<file path="config.mk">
export PLATFORM = sky130hd
export DESIGN_NAME = cursor_blink_gen
export DESIGN_NICKNAME = d
export VERILOG_FILES = /design/src/rtl/cursor_blink_pkg.sv /design/src/rtl/cursor_band_track.sv /design/src/rtl/cursor_blink_gate.sv /design/src/rtl/cursor_addr_mark.sv /design/src/rtl/cursor_blink_gen.sv
export SDC_FILE = /design/constraint.sdc
export NUM_CORES = 1
export LEC_CHECK = 0
export BUFFER_PORTS_ARGS = -buffer_cell sky130_fd_sc_hd__buf_2
export CAP_MARGIN = 25
export CORE_AREA = 2 2 39 41
export CTS_CLUSTER_SIZE = 20
export DETAILED_ROUTE_END_ITERATION = 12
export DIE_AREA = 0 0 41 43
export PLACE_DENSITY_LB_ADDON = 0.25
export REMOVE_ABC_BUFFERS = 1
export SETUP_SLACK_MARGIN = 0.1
export SLEW_MARGIN = 0
export SYNTH_ARGS = -nofsm -noshare
export SYNTH_HDL_FRONTEND = slang
export SYNTH_SLANG_ARGS = --single-unit
</file>
<file path="constraint.sdc">
create_clock -name clk -period 2 [get_ports clk]
set_clock_uncertainty 0.1 [all_clocks]
set_input_delay 0.4 -clock clk [delete_from_list [all_inputs] [get_ports clk]]
set_output_delay 0.4 -clock clk [all_outputs]
set_load 0.02 [all_outputs]
</file>
<file path="src/rtl/cursor_blink_pkg.sv">
package cursor_blink_pkg;

    localparam int ROW_W = 5;

    typedef enum logic [1:0] {
        BLINK_SYM    = 2'b00,
        BLINK_OFF    = 2'b01,
        BLINK_STEADY = 2'b10,
        BLINK_SHORT  = 2'b11
    } blink_e;

    typedef struct packed {
        logic             strobe;
        logic [ROW_W-1:0] old_row;
        logic [ROW_W-1:0] new_row;
    } line_evt_t;

    // display permission for a field, per blink pattern
    function automatic logic blink_allows(blink_e mode, logic [3:0] field);
        logic ok;
        case (mode)
            BLINK_SYM:    ok = field[3];
            BLINK_OFF:    ok = 1'b0;
            BLINK_STEADY: ok = 1'b1;
            BLINK_SHORT:  ok = field[3] & field[2];
            default:      ok = 1'b0;
        endcase
        return ok;
    endfunction

endpackage

</file>
<file path="src/rtl/cursor_band_track.sv">
module cursor_band_track
    import cursor_blink_pkg::*;
(
    input  logic             clk,
    input  logic             rst,
    input  line_evt_t        evt,
    input  logic [ROW_W-1:0] first_row,
    input  logic [ROW_W-1:0] last_row,
    output logic             in_band
);
    logic band_q;
    logic band_d;

    always_comb begin
        band_d = band_q;
        if (evt.strobe) begin
            // leaving the last row first, then entering the first row
            if (evt.old_row == last_row)
                band_d = 1'b0;
            if (evt.new_row == first_row)
                band_d = 1'b1;
        end
    end

    always_ff @(posedge clk) begin
        if (rst) band_q <= 1'b0;
        else     band_q <= band_d;
    end

    assign in_band = band_q;
endmodule

</file>
<file path="src/rtl/cursor_blink_gate.sv">
module cursor_blink_gate
    import cursor_blink_pkg::*;
(
    input  logic [1:0] mode,
    input  logic [3:0] field,
    output logic       show
);
    blink_e mode_e;
    assign mode_e = blink_e'(mode);
    assign show   = blink_allows(mode_e, field);
endmodule

</file>
<file path="src/rtl/cursor_addr_mark.sv">
module cursor_addr_mark #(
    parameter int ADDR_W = 14
) (
    input  logic              clk,
    input  logic              rst,
    input  logic              enable,
    input  logic [ADDR_W-1:0] addr,
    input  logic [ADDR_W-1:0] target,
    output logic              mark
);
    logic mark_q;

    always_ff @(posedge clk) begin
        if (rst) mark_q <= 1'b0;
        else     mark_q <= enable && (addr == target);
    end

    assign mark = mark_q;
endmodule

</file>
<file path="src/rtl/cursor_blink_gen.sv">
module cursor_blink_gen
    import cursor_blink_pkg::*;
#(
    parameter int ADDR_W = 14
) (
    input  logic              clk,
    input  logic              rst,
    input  logic              eol,
    input  logic [ROW_W-1:0]  row_now,
    input  logic [ROW_W-1:0]  row_next,
    input  logic [3:0]        field_cnt,
    input  logic [ROW_W-1:0]  band_first,
    input  logic [ROW_W-1:0]  band_last,
    input  logic [1:0]        blink_mode,
    input  logic [ADDR_W-1:0] fetch_addr,
    input  logic [ADDR_W-1:0] cursor_addr,
    output logic              cursor_out
);
    line_evt_t evt;
    logic      band_on;
    logic      blink_ok;

    assign evt.strobe  = eol;
    assign evt.old_row = row_now;
    assign evt.new_row = row_next;

    cursor_band_track u_band (
        .clk       (clk),
        .rst       (rst),
        .evt       (evt),
        .first_row (band_first),
        .last_row  (band_last),
        .in_band   (band_on)
    );

    cursor_blink_gate u_gate (
        .mode  (blink_mode),
        .field (field_cnt),
        .show  (blink_ok)
    );

    cursor_addr_mark #(.ADDR_W(ADDR_W)) u_mark (
        .clk    (clk),
        .rst    (rst),
        .enable (band_on & blink_ok),
        .addr   (fetch_addr),
        .target (cursor_addr),
        .mark   (cursor_out)
    );
endmodule

</file>
==> results_dict.tcl <==
set metrics [dict create \
    fillers 154 \
    power_density_mw_per_mm2 350 \
    critPathSlowestCell "dfxtp_1" \
    synth_area_um2 348 \
    min_period_ns 1.17 \
    synth_commonest_cells "xor2_1 (22), nor4_1 (4), dfxtp_1 (2), nand2_1 (2), xnor2_1 (2)" \
    cts_buffer_depth 2 \
    grt_max_degree 3 \
    hold_class "input port to flop" \
    r2r-start "u_band.in_band" \
    slowest_delay_ns 0.29 \
    ff_latch_area_um2 40.0 \
    rows 14 \
    ys.flop_type "dfxtp_1" \
    setup_tns_ns 0 \
    grt_pass1_vias 430 \
    min_from "blink_mode[1]" \
    finalWirelength_um 944 \
    status "completed" \
    cts_root_buf "clkbuf_4" \
    stdcell_count 116 \
    synth_top_area_share 0.554 \
    path_class "flop to output pin" \
    ios 58 \
    worstPathArrival_ns 0.67 \
    post-place-ws_ns 0.609 \
    maxCapViolations 0 \
    vias 492 \
    clock_latency_ns 0.23 \
    fin_nets 159 \
    finalHoldViolCount 0 \
    gp_congestion 0.598 \
    power_mw 0.233 \
    syn_to_final_growth_pct 91.4 \
    cts.sinks 2 \
    dieArea_mm2 0.00176 \
    rr_endpoint "u_mark.mark" \
    grt.met1_usage 0.108 \
    yosysMostFrequentCell "xor2_1" \
    multi_input_area_um2 308 \
    grt-ovfl-total 0 \
    synth-seq-cells 2 \
    synthTopCellsByArea "xor2_1 (55%), dfxtp_1 (12%), nor4_1 (7.2%)" \
    wl_per_cell_um 8.14 \
    synth-seq-area-share 0.115 \
    drc_errors 0 \
    worstPathCellList "buf_2" \
    fmaxAchievable_ghz 0.857 \
    synth-async-reset-ratio 0 \
    cp_num_buf_inv 1 \
    cts-htree-levels 1 \
    worst_pin_slew_ns 0.254 \
    end_kind "output pin" \
    yosys.area.top_type "xor2_1" \
    place_inst 113 \
    cts_tree "done" \
    regToRegSetupSlack_ns 0.96 \
    core_mm2 0.00138 \
    port_buffers 55 \
    drtIter0Drc 0 \
    antenna_found_initial 0 \
    r2r_cells 4 \
    cp_top_family "flip-flops" \
    slew_violations 0 \
    first_pass_iters 1 \
    viasPerCell 4.24 \
    finalSetupViolCount 0 \
    met2_usage 0.191 \
    fin_crit_sh 0.584 \
    relSlewSlack 0.829 \
    avgSynthCellArea_um2 8.28 \
    finalWorstSetupSlack_ns 0.833 \
    leakage_nw 0.370 \
    drtAntennaViolNets 0 \
    clk_pin_slew_ns 0.03 \
    ctsHoldBuffers 0 \
    grt_pass1_wl_mm 1.39 \
    start_util 0.251 \
    grt_use_met3 0.0524 \
    die_y_um 43 \
    holdPathStages 3 \
    rsz0062_at_grt "no" \
    postCtsSetupRepairBufs 0 \
    synth_edf_count 0 \
    hpwl_um 839 \
    grt.busiest_layer "met2" \
    syn_inst 42 \
    fp.dieW_um 41 \
    cts_resized 0 \
    drive_gt1_frac 0.590 \
    synthDistinctLibCells 15 \
    cp.required_ns 1.50 \
    grt_usage 0.123 \
    ys.warnings.count 0 \
    holdPathEnd "u_mark.mark" \
    antenna_cells 0 \
    start_kind "flop" \
    numCtsBuffers 3 \
    peakVddDrop_v 0.000135 \
    path_max_fanout 1 \
]
## state kept, by name, summed over array words and instances (netlist names)
register        flops
u_band.in_band      1
u_mark.mark         1
## cells by family after synthesis
group | synth area share
DFF | 0.115
and+or+nand+nor | 0.252
AOI/OAI and AO/OA | 0.0287
xor gates and xnor gates | 0.604
## area by class of cell
type / count / share of cell area
Tap cell: 16 / 0.0301
Timing Repair Buffer: 55 / 0.414
Sequential cell: 2 / 0.0602
Multi-Input combinational cell: 40 / 0.462
Clock buffer: 3 / 0.0338
## per-stage QoR
step | hold WS [ns] | area [um2] | utilization
5_1_grt | 0.325 | 666 | 0.481
2_1_floorplan | 0.369 | 348 | -
6_report | 0.305 | 666 | 0.481
4_1_cts | 0.299 | 666 | 0.481
3_5_place_dp | 0.415 | 643 | 0.465
3_3_place_gp | 0.408 | 643 | 0.465
## report_power, final
group / switching [mW] / total [mW] / internal, mW
logic: 0.0386 / 0.101 / 0.0626
clock network: 0.0244 / 0.0908 / 0.0663
registers: 0.000108 / 0.0407 / 0.0406
## worst max-delay path by stage
stage,cells past startpoint,end,slack (ns),from
finish,1,cursor_out,0.83,u_mark.mark
global route,1,cursor_out,0.78,u_mark.mark
CTS,1,cursor_out,0.82,u_mark.mark
detailed placement,5,u_mark.mark,0.61,cursor_addr[10]
global placement,5,u_band.in_band,0.59,band_last[0]
floorplan,4,u_band.in_band,0.80,band_last[0]
## metal layers
layer,vias to the layer above,part of all wire
li1,260,-
met3,0,0.20
met2,43,0.45
met5,-,0
met1,189,0.34
met4,0,0
## layout by cell type (no fill, tap or decap), drive strengths merged
| cell | netlist | layout |
|---|---|---|
| o21ai | 1 | 1 |
| buf | 0 | 55 |
| and3 | 1 | 1 |
| nand2 | 2 | 2 |
| nor2 | 1 | 1 |
| nor2b | 1 | 1 |
| nor3 | 1 | 1 |
| nand2b | 1 | 1 |
| xnor2 | 2 | 2 |
| clkbuf | 0 | 3 |
| dfxtp | 2 | 2 |
| nor4 | 5 | 5 |
| a21oi | 1 | 1 |
| nand4b | 1 | 1 |
| nand4 | 1 | 1 |
| xor2 | 22 | 22 |
(Power assumes the default switching activity.)
